File: src/rtl/ctm_pkg.sv
package ctm_pkg;

    typedef enum logic [1:0] {
        MODE_DUAL8 = 2'd0,
        MODE_MIX8  = 2'd1,
        MODE_TMR16 = 2'd2,
        MODE_EVT16 = 2'd3
    } ctm_mode_e;

    localparam int REG_AW = 4;

    localparam logic [REG_AW-1:0] RA_CTRL    = REG_AW'(0);
    localparam logic [REG_AW-1:0] RA_PRE_LO  = REG_AW'(1);
    localparam logic [REG_AW-1:0] RA_PRE_HI  = REG_AW'(2);
    localparam logic [REG_AW-1:0] RA_MAT_LO  = REG_AW'(3);
    localparam logic [REG_AW-1:0] RA_MAT_HI  = REG_AW'(4);
    localparam logic [REG_AW-1:0] RA_CAPA_LO = REG_AW'(5);
    localparam logic [REG_AW-1:0] RA_CAPA_HI = REG_AW'(6);
    localparam logic [REG_AW-1:0] RA_CAPB_LO = REG_AW'(7);
    localparam logic [REG_AW-1:0] RA_CAPB_HI = REG_AW'(8);
    localparam logic [REG_AW-1:0] RA_FLAGS   = REG_AW'(9);

    function automatic logic mode_is_wide(ctm_mode_e m);
        return (m == MODE_TMR16) || (m == MODE_EVT16);
    endfunction

endpackage

File: src/rtl/ctm_edge_sync.sv
module ctm_edge_sync #(
    parameter int STAGES = 2
) (
    input  logic clk,
    input  logic rst_n,
    input  logic din,
    output logic rise
);
    localparam int CHAIN_W = STAGES + 1;

    logic [CHAIN_W-1:0] chain_d, chain_q;

    always_comb begin
        chain_d = {chain_q[CHAIN_W-2:0], din};
    end

    always_ff @(posedge clk or negedge rst_n) begin
        if (!rst_n) chain_q <= '0;
        else        chain_q <= chain_d;
    end

    assign rise = chain_q[STAGES-1] & ~chain_q[STAGES];

    AST_SINGLE_RISE: assert property (@(posedge clk) disable iff (!rst_n)
        rise |=> !rise);

endmodule

File: src/rtl/ctm_prescale.sv
module ctm_prescale #(
    parameter int PRE_W = 8
) (
    input  logic             clk,
    input  logic             rst_n,
    input  logic             clr,
    input  logic             run,
    input  logic [PRE_W-1:0] rld,
    output logic             tick
);
    logic [PRE_W-1:0] cnt_d, cnt_q;

    assign tick = run && (cnt_q == rld);

    always_comb begin
        cnt_d = cnt_q;
        if (clr)       cnt_d = '0;
        else if (tick) cnt_d = '0;
        else if (run)  cnt_d = cnt_q + 1'b1;
    end

    always_ff @(posedge clk or negedge rst_n) begin
        if (!rst_n) cnt_q <= '0;
        else        cnt_q <= cnt_d;
    end

    AST_PRE_HOLD: assert property (@(posedge clk) disable iff (!rst_n)
        (!run && !clr) |=> $stable(cnt_q));

    AST_PRE_CLEAR: assert property (@(posedge clk) disable iff (!rst_n)
        clr |=> (cnt_q == '0));

endmodule

File: src/rtl/cap_timer.sv
module cap_timer
    import ctm_pkg::*;
#(
    parameter int HALF_W      = 8,
    parameter int PRE_W       = 8,
    parameter int SYNC_STAGES = 2
) (
    input  logic              clk,
    input  logic              rst_n,
    input  logic              wr_en,
    input  logic              rd_en,
    input  logic [REG_AW-1:0] addr,
    input  logic [HALF_W-1:0] wdata,
    output logic [HALF_W-1:0] rdata,
    input  logic              cap_a_in,
    input  logic              cap_b_in,
    input  logic              evt_in,
    output logic              irq_lo,
    output logic              irq_hi
);
    localparam int FULL_W = 2 * HALF_W;
    localparam int N_SYNC = 3;
    localparam int N_PRE  = 2;

    typedef struct packed {
        ctm_mode_e         mode;
        logic              run;
        logic [PRE_W-1:0]  pre_lo;
        logic [PRE_W-1:0]  pre_hi;
        logic [HALF_W-1:0] mat_lo;
        logic [HALF_W-1:0] mat_hi;
        logic [HALF_W-1:0] cnt_lo;
        logic [HALF_W-1:0] cnt_hi;
        logic [FULL_W-1:0] cap_a;
        logic [FULL_W-1:0] cap_b;
        logic [HALF_W-1:0] shd_a;
        logic [HALF_W-1:0] shd_b;
        logic              flg_lo;
        logic              flg_hi;
        logic [HALF_W-1:0] rdata;
    } st_t;

    st_t st_d, st_q;

    // input synchronizers: 0 = capture A, 1 = capture B, 2 = events
    logic [N_SYNC-1:0] raw_in, rise;
    assign raw_in = {evt_in, cap_b_in, cap_a_in};

    for (genvar g = 0; g < N_SYNC; g++) begin : g_sync
        ctm_edge_sync #(.STAGES(SYNC_STAGES)) u_sync (
            .clk  (clk),
            .rst_n(rst_n),
            .din  (raw_in[g]),
            .rise (rise[g])
        );
    end

    // prescalers: 0 = low half, 1 = high half
    logic [N_PRE-1:0]            pre_tick;
    logic [N_PRE-1:0][PRE_W-1:0] pre_rld;
    logic                        mode_chg;
    assign pre_rld = {st_q.pre_hi, st_q.pre_lo};

    for (genvar p = 0; p < N_PRE; p++) begin : g_pre
        ctm_prescale #(.PRE_W(PRE_W)) u_pre (
            .clk  (clk),
            .rst_n(rst_n),
            .clr  (mode_chg),
            .run  (st_q.run),
            .rld  (pre_rld[p]),
            .tick (pre_tick[p])
        );
    end

    logic              ctrl_wr, flag_wr, wide, evt_tick, inc_lo, inc_hi;
    logic [FULL_W-1:0] cnt16, mat16;

    always_comb begin
        ctrl_wr  = wr_en && (addr == RA_CTRL);
        flag_wr  = wr_en && (addr == RA_FLAGS);
        mode_chg = ctrl_wr && (ctm_mode_e'(wdata[1:0]) != st_q.mode);
        wide     = mode_is_wide(st_q.mode);
        evt_tick = st_q.run && rise[2];
        inc_lo   = (st_q.mode == MODE_EVT16) ? evt_tick : pre_tick[0];
        inc_hi   = (st_q.mode == MODE_MIX8)  ? evt_tick : pre_tick[1];
        cnt16    = {st_q.cnt_hi, st_q.cnt_lo};
        mat16    = {st_q.mat_hi, st_q.mat_lo};
    end

    always_comb begin
        st_d = st_q;

        // flag clears first, so that a match in the same cycle wins
        if (flag_wr) begin
            if (wdata[0]) st_d.flg_lo = 1'b0;
            if (wdata[1]) st_d.flg_hi = 1'b0;
        end

        // counting
        if (wide) begin
            if (inc_lo) begin
                if (cnt16 == mat16) begin
                    {st_d.cnt_hi, st_d.cnt_lo} = '0;
                    st_d.flg_hi = 1'b1;
                end else begin
                    {st_d.cnt_hi, st_d.cnt_lo} = cnt16 + 1'b1;
                end
            end
        end else begin
            if (inc_lo) begin
                if (st_q.cnt_lo == st_q.mat_lo) begin
                    st_d.cnt_lo = '0;
                    st_d.flg_lo = 1'b1;
                end else begin
                    st_d.cnt_lo = st_q.cnt_lo + 1'b1;
                end
            end
            if (inc_hi) begin
                if (st_q.cnt_hi == st_q.mat_hi) begin
                    st_d.cnt_hi = '0;
                    st_d.flg_hi = 1'b1;
                end else begin
                    st_d.cnt_hi = st_q.cnt_hi + 1'b1;
                end
            end
        end

        // captures
        if (rise[0]) st_d.cap_a = cnt16;
        if (rise[1]) st_d.cap_b = cnt16;

        // register writes
        if (wr_en) begin
            unique case (addr)
                RA_CTRL: begin
                    st_d.mode = ctm_mode_e'(wdata[1:0]);
                    st_d.run  = wdata[2];
                end
                RA_PRE_LO: st_d.pre_lo = wdata[PRE_W-1:0];
                RA_PRE_HI: st_d.pre_hi = wdata[PRE_W-1:0];
                RA_MAT_LO: st_d.mat_lo = wdata;
                RA_MAT_HI: st_d.mat_hi = wdata;
                default: ;
            endcase
        end
        if (mode_chg) begin
            st_d.cnt_lo = '0;
            st_d.cnt_hi = '0;
        end

        // reads
        if (rd_en) begin
            unique case (addr)
                RA_CTRL:    st_d.rdata = HALF_W'({st_q.run, st_q.mode});
                RA_PRE_LO:  st_d.rdata = HALF_W'(st_q.pre_lo);
                RA_PRE_HI:  st_d.rdata = HALF_W'(st_q.pre_hi);
                RA_MAT_LO:  st_d.rdata = st_q.mat_lo;
                RA_MAT_HI:  st_d.rdata = st_q.mat_hi;
                RA_CAPA_LO: begin
                    st_d.rdata = st_q.cap_a[HALF_W-1:0];
                    st_d.shd_a = st_q.cap_a[FULL_W-1:HALF_W];
                end
                RA_CAPA_HI: st_d.rdata = wide ? st_q.shd_a : st_q.cap_a[FULL_W-1:HALF_W];
                RA_CAPB_LO: begin
                    st_d.rdata = st_q.cap_b[HALF_W-1:0];
                    st_d.shd_b = st_q.cap_b[FULL_W-1:HALF_W];
                end
                RA_CAPB_HI: st_d.rdata = wide ? st_q.shd_b : st_q.cap_b[FULL_W-1:HALF_W];
                RA_FLAGS:   st_d.rdata = HALF_W'({st_q.flg_hi, st_q.flg_lo});
                default:    st_d.rdata = '0;
            endcase
        end
    end

    always_ff @(posedge clk or negedge rst_n) begin
        if (!rst_n) begin
            st_q        <= '0;
            st_q.mat_lo <= '1;
            st_q.mat_hi <= '1;
        end else begin
            st_q <= st_d;
        end
    end

    assign rdata  = st_q.rdata;
    assign irq_lo = st_q.flg_lo;
    assign irq_hi = st_q.flg_hi;

    AST_MODE_CLEAR: assert property (@(posedge clk) disable iff (!rst_n)
        mode_chg |=> (st_q.cnt_lo == '0 && st_q.cnt_hi == '0));

    AST_IDLE_HOLD: assert property (@(posedge clk) disable iff (!rst_n)
        (!st_q.run && !mode_chg) |=> $stable({st_q.cnt_hi, st_q.cnt_lo}));

    AST_FLAG_STICKY: assert property (@(posedge clk) disable iff (!rst_n)
        (st_q.flg_lo && !(flag_wr && wdata[0])) |=> st_q.flg_lo);

    AST_WIDE_NO_LO_FLAG: assert property (@(posedge clk) disable iff (!rst_n)
        (wide && !st_q.flg_lo) |=> !st_q.flg_lo);

    AST_CAP_A_HOLD: assert property (@(posedge clk) disable iff (!rst_n)
        !rise[0] |=> $stable(st_q.cap_a));

    AST_NO_EVT_WHEN_STOPPED: assert property (@(posedge clk) disable iff (!rst_n)
        (st_q.mode == MODE_EVT16 && !st_q.run && !mode_chg) |=> $stable(st_q.cnt_lo));

endmodule

File: config.mk
export PLATFORM = sky130hd
export DESIGN_NAME = cap_timer
export DESIGN_NICKNAME = d
export VERILOG_FILES = /design/src/rtl/ctm_pkg.sv /design/src/rtl/ctm_edge_sync.sv /design/src/rtl/ctm_prescale.sv /design/src/rtl/cap_timer.sv
export SDC_FILE = /design/constraint.sdc
export NUM_CORES = 1
export LEC_CHECK = 0
export ABC_AREA = 1
export BUFFER_PORTS_ARGS = -buffer_cell sky130_fd_sc_hd__buf_2
export CORE_MARGIN = 2
export CORE_UTILIZATION = 44
export DETAILED_ROUTE_END_ITERATION = 8
export PLACE_DENSITY_LB_ADDON = 0.05
export REMOVE_ABC_BUFFERS = 1
export SKIP_CTS_REPAIR_TIMING = 1
export SLEW_MARGIN = 20
export SYNTH_ARGS = -nofsm -noshare
export SYNTH_HDL_FRONTEND = slang
export SYNTH_SLANG_ARGS = --single-unit
File: constraint.sdc
create_clock -name clk -period 4.25 [get_ports clk]
set_input_delay 0.425 -clock clk [delete_from_list [all_inputs] [get_ports clk]]
set_output_delay 0.425 -clock clk [all_outputs]
set_load 0.005 [all_outputs]
==> metrics, run 1 <==
Netlist cell types 40; area growth from synthesis to final layout 11.3%; clock slew seen by the registers of the worst setup and hold paths 0.06 ns; Post-Synthesis Mean Instance Area 7.41 sq um; effective utilization at floorplan 44.5%; H-tree levels 4; post-DP HPWL 15400 um; signal arrival time at the worst endpoint 2.51 ns; switching portion of total power 37.9%; number of cells in the finished layout apart from fillers 1237; Post-Synthesis Cell Area 0.00733 sq mm; minimum setup slack in the final design 2.06 ns; critical path start-end classification flop to flop; worst endpoint required time 4.57 ns; number of nets with antenna violations after detailed routing 0; CTS Root Buffer Type clkbuf_16; detailed-routing iteration count for the pre-antenna-repair pass 5; startpoint of the worst-slack reg-to-reg timing path st_q[108]; setup total negative slack 0 ns; register bit total from synthesis 134; Worst path slowest cell dfrtp_1; via count of the first global-routing pass 5942; number of cells produced by synthesis 989; core region area 0.0165 sq mm; I/O Buffers 28; detail-routed net length per standard cell 16.9 um; global-route wire length before repair 33500 um; total clock sinks 134; sequential group share of total power 41.7%; cell area after layout 0.00817 sq mm; setup slack at placement 2.08 ns; nets@finish 1027; Crit path top cell by count nand2_4; leading cell types by count after synthesis nand2_1 (367), dfrtp_1 (118), o21ai_0 (118); cell total after placement 1205; sum of buffers and inverters on the critical path 2; Max transition margin 30.2%; tightest hold margin -0.0196 ns; crit path launch type flop; number of antenna violations at the first check in global routing 0; total count of hold-check failures in the final report 53; clock latency at the later pin of the worst-skew pair 0.43 ns; fraction of layout instances using a drive strength above 1 12.3%; VDD IR max 330 uV; min-delay worst type input pin to async pin; number of rows created at floorplan 47; pin count of the biggest net entering global routing 60; TritonCTS buffer count 17; synthesis warning total 0; largest buffer count on any clock path 2; category of cells accounting for the largest share of critical-path delay flip-flops; crit path cell chain inv_1 > nand2_1 > nand4_1 > nand2_4 > nand2_4 > inv_2 > nor3_1 > o21a_1; Final period util 51.5%; Combinational Power Share 28.0%; Layout fillers 1682; Top Ports 29; register area share after synthesis 46.0%; placer's final routability congestion estimate 0.843; endpoint kind of the worst setup timing path flop; total wire length 21000 um; area share of the largest cell type after synthesis 40.3%; most frequently used flop master after synthesis dfrtp_1; die footprint 0.0177 sq mm; count of flip-flops with a built-in enable after synthesis 0; antenna diode count 0; violations in the final reports negative hold slack; cell type with the largest total area after synthesis dfrtp_1; clock tree from TritonCTS yes; vertical die dimension 133 um; Global Route Usage Sum 24.8%; Worst Path Max Fanout 26; depth of the most critical reg-to-reg path 8; asr flop ratio synth 100%; number of slew-limit violations in the final report 0; final period demand of the worst path 2.19 ns; maxcap violations 0; Pint 3.02 mW; result of the run complete, but fails checks; Psw 1.85 mW; Placement Cell Area 0.00758 sq mm; achievable clock frequency 0.457 GHz; 1st-iter DRT viols 541; Via-to-Cell Ratio 5.10; total of endpoints with negative setup slack in the final report 0; unrepaired setup endpoints after global routing false; register-to-register path setup slack 2.06 ns; Pwr per Cell Area 597 mW/mm^2; horizontal die dimension 133 um; post-route clock skew 0.00956 ns; Worst Max-Slew Pin Slew 1.04 ns; Crit Reg-Reg Endpoint g_pre[0].u_pre.cnt_q[4]; cell with the most instances after synthesis nand2_1; share of total power in the clock network 30.3%; Leak Pwr 4.10 nW; critical path's largest stage delay 0.84 ns; top area cells in the synthesized netlist dfrtp_1 (40%), nand2_1 (19%), o21ai_0 (8.1%); leftover overflow at the end of global routing 0; remaining design rule violation count 0; total number of vias 6307
-- worst max path at each step --
stage	start	end	slack (ns)	cells past startpoint
after floorplan	st_q[108]	g_pre[0].u_pre.cnt_q[4]	1.77	8
after global placement	st_q[108]	g_pre[0].u_pre.cnt_q[4]	2.09	8
after detailed placement	st_q[108]	g_pre[1].u_pre.cnt_q[4]	2.08	8
after CTS	st_q[108]	g_pre[1].u_pre.cnt_q[4]	2.07	8
after global routing	st_q[108]	g_pre[0].u_pre.cnt_q[3]	1.83	8
final	st_q[108]	g_pre[0].u_pre.cnt_q[4]	2.06	8
-- through the flow --
| stage | power, mW | utilization, % |
|---|---|---|
| after global routing | 5.20 | 49.6 |
| after detailed placement | 3.40 | 46.0 |
| after global placement | 3.39 | 46.0 |
| final | 4.87 | 49.6 |
| after CTS | 4.89 | 49.6 |
| after floorplan | 2.90 | - |
-- metal layers --
layer	global-route usage, %	share of wire (%)	up-vias
li1	-	-	3167
met1	36.1	48	2932
met2	36.9	44	170
met3	4.83	5.2	38
met4	9.04	2.5	0
met5	0	0	-
-- worst reg2reg max path: stages (launching register included) --
cell and delay (ns):
dfrtp_1 0.84, inv_1 0.13, nand2_1 0.10, nand4_1 0.14, nand2_4 0.30, nand2_4 0.20, inv_2 0.16, nor3_1 0.06
o21a_1 0.16
-- sequential cells by signal (all words and copies together), names as in the netlist --
signal / flops
cnt16: 16
g_pre.u_pre.cnt_q: 16
g_sync.u_sync.chain_q: 9
irq_hi: 1
irq_lo: 1
mat16: 16
pre_rld: 16
rdata: 8
st_q: 51
-- layout make-up --
| type | count | area (sq um) | share of cell area (%) |
|---|---|---|---|
| Sequential cell | 134 | 3370 | 41.3 |
| Multi-Input combinational cell | 697 | 3300 | 40.4 |
| Inverter | 122 | 458 | 5.61 |
| Clock buffer | 20 | 457 | 5.59 |
| Tap cell | 220 | 275 | 3.37 |
| Timing Repair Buffer | 32 | 176 | 2.16 |
| Clock inverter | 12 | 126 | 1.55 |
-- placed cells by master (no fill, tap or decap), drive strengths merged --
| cell | count |
|---|---|
| nor4 | 1 |
| o21ai | 120 |
| nor2 | 57 |
| bufinv | 2 |
| nand3 | 30 |
| o211ai | 5 |
| xnor2 | 2 |
| nand2 | 375 |
| dfrtp | 118 |
| dfstp | 16 |
| or2 | 1 |
| a211oi | 4 |
| clkbuf | 20 |
| a21oi | 28 |
| nor3 | 13 |
| nor3b | 3 |
| inv | 122 |
| o21a | 5 |
| nand4 | 20 |
| ha | 4 |
| o31ai | 1 |
| buf | 32 |
| clkinv | 8 |
| clkinvlp | 2 |
| xor2 | 12 |
| a21boi | 1 |
| o22ai | 8 |
| mux2 | 7 |
-- kinds of logic after synthesis --
logic type,synth area share (%)
adder cells (fa/ha/maj),0.683
buffers and inverters,9.04
flip-flops,46.0
XOR/XNOR,1.67
multiplexers,1.07
AO/OA/AOI/OAI,12.5
AND/OR/NAND/NOR,29.1
-- power by group through the flow --
| stage | sequential, mW | combinational [mW] | clock, mW |
|---|---|---|---|
| 2_1_floorplan | 1.91 | 0.991 | 0 |
| 6_report | 2.03 | 1.36 | 1.47 |
| 5_1_grt | 2.08 | 1.57 | 1.55 |
| 3_5_place_dp | 2.04 | 1.36 | 0 |
| 4_1_cts | 2.03 | 1.37 | 1.50 |
| 3_3_place_gp | 2.05 | 1.35 | 0 |
No activity file was read; power rests on OpenSTA's default activity.
==> inputs of run 2 (changes only) <==
clock period = 1.8 ns   (was 4.25 ns; I/O delays follow)
==> run 2 against run 1 <==
  * The run still ends with negative hold slack left
  * Sequential power is 130% higher
  * Utilization is 3.1 points higher
  * Setup slack worse by 2.0 ns
  * Cell area is 6.3% higher
  * Clock skew is 0.0027 ns higher
==> metrics, run 2 (synthesis results as in run 1) <==
result of the run complete, but fails checks; violations in the final reports negative hold slack; total count of hold-check failures in the final report 1 (-98%); clock tree from TritonCTS yes; Via-to-Cell Ratio 5.04 (-1.1%); detailed-routing iteration count for the pre-antenna-repair pass 6 (+1); total clock sinks 134 (unchanged); sum of buffers and inverters on the critical path 2 (unchanged); clock latency at the later pin of the worst-skew pair 0.43 ns (about the same); signal arrival time at the worst endpoint 2.03 ns (-0.48 ns); achievable clock frequency 0.583 GHz (+28%); commonest cells after routing, fill and taps aside nand2_1 (363), o21ai_0 (118), dfrtp_1 (116), inv_1 (105), buf_4 (60); total of endpoints with negative setup slack in the final report 0 (unchanged); via count of the first global-routing pass 5834 (-1.8%); CTS Root Buffer Type clkbuf_16; setup total negative slack 0 ns (unchanged); Crit path top cell by count nand2_4; antenna diode count 0 (unchanged); min-delay worst type input pin to flop; depth of the most critical reg-to-reg path 8 (unchanged); path length in cells of the critical path 8 (unchanged); core region area 0.0165 sq mm (unchanged); fraction of layout instances using a drive strength above 1 17.7% (+5.4 points); area growth from synthesis to final layout 18.3%; largest buffer count on any clock path 2 (unchanged); clock slew seen by the registers of the worst setup and hold paths 0.07 ns (about the same); tightest hold margin -0.00191 ns (+0.0177 ns); placer's final routability congestion estimate 0.895 (+6.1%); maxcap violations 0 (unchanged); total number of vias 6558 (+4.0%); critical path start-end classification flop to flop; total chip power 11.6 mW (+140%); crit path cell chain inv_1 > nand2_1 > nand4_1 > nand2_4 > nand2_4 > inv_2 > nor3_1 > o21a_1; worst endpoint required time 2.12 ns (-2.45 ns); critical path's largest stage delay 0.42 ns (-0.42 ns); nets@finish 1091 (+6.2%); crit path launch type flop; Worst Path Max Fanout 17 (-35%); H-tree levels 4 (unchanged); horizontal die dimension 133 um (unchanged); number of flip-flops in the largest register 51 (unchanged); Leak Pwr 4.34 nW (+5.8%); TritonCTS buffer count 17 (unchanged); remaining design rule violation count 0 (unchanged); final period demand of the worst path 1.71 ns (-0.474 ns); Biggest register st_q; Top Ports 29 (unchanged); Worst path slowest cell dfrtp_2; number of nets with antenna violations after detailed routing 0 (unchanged); effective utilization at floorplan 44.5% (unchanged); global-route wire length before repair 33400 um (-0.29%); number of rows created at floorplan 47 (unchanged); commonest non-fill, non-tap cell in the layout nand2_1; post-route clock skew 0.0122 ns (+0.00266 ns); number of slew-limit violations in the final report 0 (unchanged); Worst Max-Slew Pin Slew 0.506 ns (-0.539 ns); category of cells accounting for the largest share of critical-path delay simple AND/OR/NAND/NOR gates; detail-routed net length per standard cell 16.5 um (-2.8%); endpoint kind of the worst setup timing path flop; Max transition margin 66.2% (+36 points); VDD IR max 719 uV (+120%); 1st-iter DRT viols 501 (-7.4%); leftover overflow at the end of global routing 0 (unchanged); vertical die dimension 133 um (unchanged); post-DP HPWL 15900 um (+2.8%); Pwr per Cell Area 1340 mW/mm^2 (+120%); number of antenna violations at the first check in global routing 0 (unchanged); Global Route Usage Sum 24.8% (+0.060 points); pin count of the biggest net entering global routing 52 (-13%); total wire length 21400 um (+2.2%); I/O Buffers 28 (unchanged); Final period util 95.3% (+44 points); die footprint 0.0177 sq mm (unchanged); Hold Crit Depth 3
[run 2: changes by cell type in the layout (fill, tap and decap cells not counted), sizes merged]
cell | before | now
buf | 32 | 91
bufinv | 2 | 0
clkbuf | 20 | 24
clkinv | 8 | 5
clkinvlp | 2 | 5
dlygate4sd3 | 0 | 4
inv | 122 | 120
nand2 | 375 | 376
[run 2: final timing paths]
check / from / end / slack, ns
setup / recovery: st_q[108] / g_pre[1].u_pre.cnt_q[4] / 0.09
hold / removal: wdata[2] / st_q[106] / -0.002
setup reg to reg: st_q[108] / g_pre[1].u_pre.cnt_q[4] / 0.09
hold reg to reg: g_sync[0].u_sync.chain_q[0] / g_sync[0].u_sync.chain_q[1] / 0.35
max in group asynchronous: rst_n / st_q[18] / 0.85
min in group asynchronous: rst_n / st_q[33] / 0.23
[run 2: metrics by stage]
step | hold WS (ns) | instances | util [%] | worst slack (ns) | cell area, sq um
CTS | -0.338 | 1289 | 51.7 | 0.0381 | 8510
floorplan | -0.116 | 953 | - | -0.684 | 7130
global route | 0.0188 | 1301 | 52.7 | -0.0107 | 8680
finish | -0.00191 | 1301 | 52.7 | 0.0855 | 8680
global placement | 0.109 | 1257 | 48.6 | 0.0721 | 8000
detailed placement | 0.107 | 1257 | 48.6 | 0.0618 | 8000
[run 2: power by group]
group	switching, mW	internal, mW	total (mW)
Combinational	2.33	1.53	3.87
Clock	1.34	1.76	3.10
Sequential	0.759	3.89	4.65
Total	4.43	7.18	11.6
[run 2: worst register-to-register path, cell delays in order, from the launching register on]
cell and delay, ns:
dfrtp_2 0.42, inv_1 0.10, nand2_1 0.08, nand4_1 0.22, nand2_4 0.24, nand2_4 0.16
inv_2 0.17, nor3_1 0.06, o21a_1 0.16
[run 2: layer usage]
| layer | routed length [um] | up-vias | track usage (%) |
|---|---|---|---|
| met5 | 0 | - | 0 |
| met3 | 1150 | 25 | 5.33 |
| met1 | 10600 | 3048 | 37.6 |
| met2 | 9320 | 180 | 36.4 |
| met4 | 304 | 0 | 6.15 |
| li1 | - | 3305 | - |
[run 2: final cells by class]
type	count	area [sq um]
repair buffers	95	688
multi-input cells	698	3370
flip-flops and latches	134	3380
inverters	122	458
clock buffers	24	452
clock inverters	8	60.1
fillers	1605	7790
well taps	220	275
==> inputs of run 3 (changes only) <==
HOLD_SLACK_MARGIN = 0.06   (was unset)
==> run 3 against run 2 <==
  * The flow now finishes without violations
  * Global-route usage unchanged
  * Clock skew about the same
  * Die area unchanged
  * Non-clock buffer count up 2
  * Cell area up 0.23%
  * Utilization up 0.12 points
  * Maximum frequency up 0.34%
  * Largest cell class unchanged
  * Largest power group unchanged
==> metrics, run 3 (synthesis results as in run 1) <==
placer's final routability congestion estimate 0.895 (unchanged); clock tree from TritonCTS yes; CTS Root Buffer Type clkbuf_16; switching portion of total power 38.1% (-0.048 points); Via-to-Cell Ratio 5.04 (about the same); final period demand of the worst path 1.71 ns (-0.00586 ns); result of the run finished clean; effective utilization at floorplan 44.5% (unchanged); total clock sinks 134 (unchanged); category of cells accounting for the largest share of critical-path delay simple AND/OR/NAND/NOR gates; nets@finish 1093 (+0.18%); clock latency at the later pin of the worst-skew pair 0.43 ns (about the same); signal arrival time at the worst endpoint 2.03 ns (about the same); post-route clock skew 0.0126 ns (+0.000384 ns); tightest hold margin 0.0454 ns (+0.0473 ns); fraction of layout instances using a drive strength above 1 17.6% (-0.033 points); horizontal die dimension 133 um (unchanged); Global Route Usage Sum 24.8% (unchanged); Layout fillers 1604 (-0.062%); post-DP HPWL 15900 um (unchanged); number of slew-limit violations in the final report 0 (unchanged); detail-routed net length per standard cell 16.4 um (-0.28%); Combinational Power Share 33.4% (about the same); endpoint kind of the worst setup timing path flop; Worst Path Max Fanout 17 (unchanged); global-route wire length before repair 33400 um (unchanged); crit path cell chain inv_1 > nand2_1 > nand4_1 > nand2_4 > nand2_4 > inv_2 > nor3_1 > o21a_1; Biggest register st_q; I/O Buffers 28 (unchanged); total wire length 21400 um (-0.13%); Max transition margin 66.7% (+0.46 points); final core occ 52.8% (+0.12 points); total number of vias 6566 (+0.12%); share of total power in the clock network 26.6% (about the same); critical path start-end classification flop to flop; remaining design rule violation count 0 (unchanged); via count of the first global-routing pass 5834 (unchanged); cell area after layout 0.00870 sq mm (+0.23%); number of rows created at floorplan 47 (unchanged); critical path's largest stage delay 0.42 ns (about the same); VDD IR max 718 uV (-0.19%); vertical die dimension 133 um (unchanged); area growth from synthesis to final layout 18.6%; detailed-routing iteration count for the pre-antenna-repair pass 8 (+2); Pint 7.18 mW (about the same); largest buffer count on any clock path 2 (unchanged); achievable clock frequency 0.585 GHz (+0.34%); commonest non-fill, non-tap cell in the layout nand2_1; core region area 0.0165 sq mm (unchanged); number of nets with antenna violations after detailed routing 0 (unchanged); maxcap violations 0 (unchanged); Top Ports 29 (unchanged); worst endpoint required time 2.12 ns (about the same); Worst path slowest cell dfrtp_2; H-tree levels 4 (unchanged); pin count of the biggest net entering global routing 52 (unchanged); number of antenna violations at the first check in global routing 0 (unchanged); sequential group share of total power 40.0% (about the same); sum of buffers and inverters on the critical path 2 (unchanged); total count of hold-check failures in the final report 0 (-1); TritonCTS buffer count 17 (unchanged); crit path launch type flop; Final period util 94.9% (-0.33 points); Leak Pwr 4.35 nW (+0.19%); min-delay worst type input pin to flop; die footprint 0.0177 sq mm (unchanged); number of flip-flops in the largest register 51 (unchanged); total of endpoints with negative setup slack in the final report 0 (unchanged); 1st-iter DRT viols 547 (+9.2%); Pwr per Cell Area 1340 mW/mm^2 (-0.27%); leftover overflow at the end of global routing 0 (unchanged); number of cells in the finished layout apart from fillers 1303 (+0.15%); commonest cells after routing, fill and taps aside nand2_1 (363), o21ai_0 (118), dfrtp_1 (116), inv_1 (105), buf_4 (60); clock slew seen by the registers of the worst setup and hold paths 0.06 ns (about the same); Psw 4.43 mW (-0.17%); cell total after placement 1257 (unchanged); Worst Max-Slew Pin Slew 0.499 ns (-0.00691 ns); Placement Cell Area 0.00800 sq mm (unchanged); Crit path top cell by count nand2_4; total chip power 11.6 mW (about the same); antenna diode count 0 (unchanged)
run 3: changes by cell type in the layout (fill, tap and decap cells not counted):
cell / change
dlygate4sd3_1: +2
run 3: final cells by class:
type	instances	area, sq um	area share, %
Clock buffer	24	452	5.19
Clock inverter	8	60.1	0.691
Inverter	122	458	5.27
Multi-Input combinational cell	698	3370	38.7
Sequential cell	134	3380	38.8
Tap cell	220	275	3.17
Timing Repair Buffer	97	708	8.14
run 3: routing by layer:
layer  part of all wire [%]  GRT usage, %  vias up
met3                    5.5          5.33       23
li1                       -             -     3303
met5                      0             0        -
met2                     44          36.4      192
met1                     49          37.6     3048
met4                    1.4          6.15        0
run 3: power by group through the flow:
stage	Clock [mW]	Sequential, mW	Combinational, mW
after global routing	3.32	4.74	4.36
after floorplan	0	4.51	2.34
after global placement	0	4.68	3.70
after CTS	3.15	4.64	3.72
final	3.09	4.65	3.87
after detailed placement	0	4.67	3.70
run 3: path summary, 6_finish.rpt:
| path | slack, ns | cells after the start | start | endpoint |
|---|---|---|---|---|
| worst min register to register | 0.35 | 0 | g_sync[0].u_sync.chain_q[0] | g_sync[0].u_sync.chain_q[1] |
| worst max register to register | 0.09 | 8 | st_q[108] | g_pre[1].u_pre.cnt_q[4] |
| worst min-delay path | 0.05 | 3 | wdata[1] | st_q[108] |
| min in group asynchronous | 0.23 | 2 | rst_n | st_q[33] |
| max in group asynchronous | 0.85 | 3 | rst_n | st_q[18] |
| worst max-delay path | 0.09 | 8 | st_q[108] | g_pre[1].u_pre.cnt_q[4] |
run 3: per-stage QoR:
step / worst slack (ns) / TNS, ns
after CTS: 0.0381 / 0
final: 0.0913 / 0
after global routing: -0.0107 / -0.0145
after global placement: 0.0721 / 0
after floorplan: -0.684 / -20.48
after detailed placement: 0.0618 / 0
run 3: worst register-to-register path, delay by kind of cell, from the launching register on:
family                 cells  cell delay (ns)
and+or+nand+nor            5             0.75
DFF                        1             0.42
buffers and inverters      2             0.27
AOI/OAI and AO/OA          1             0.16
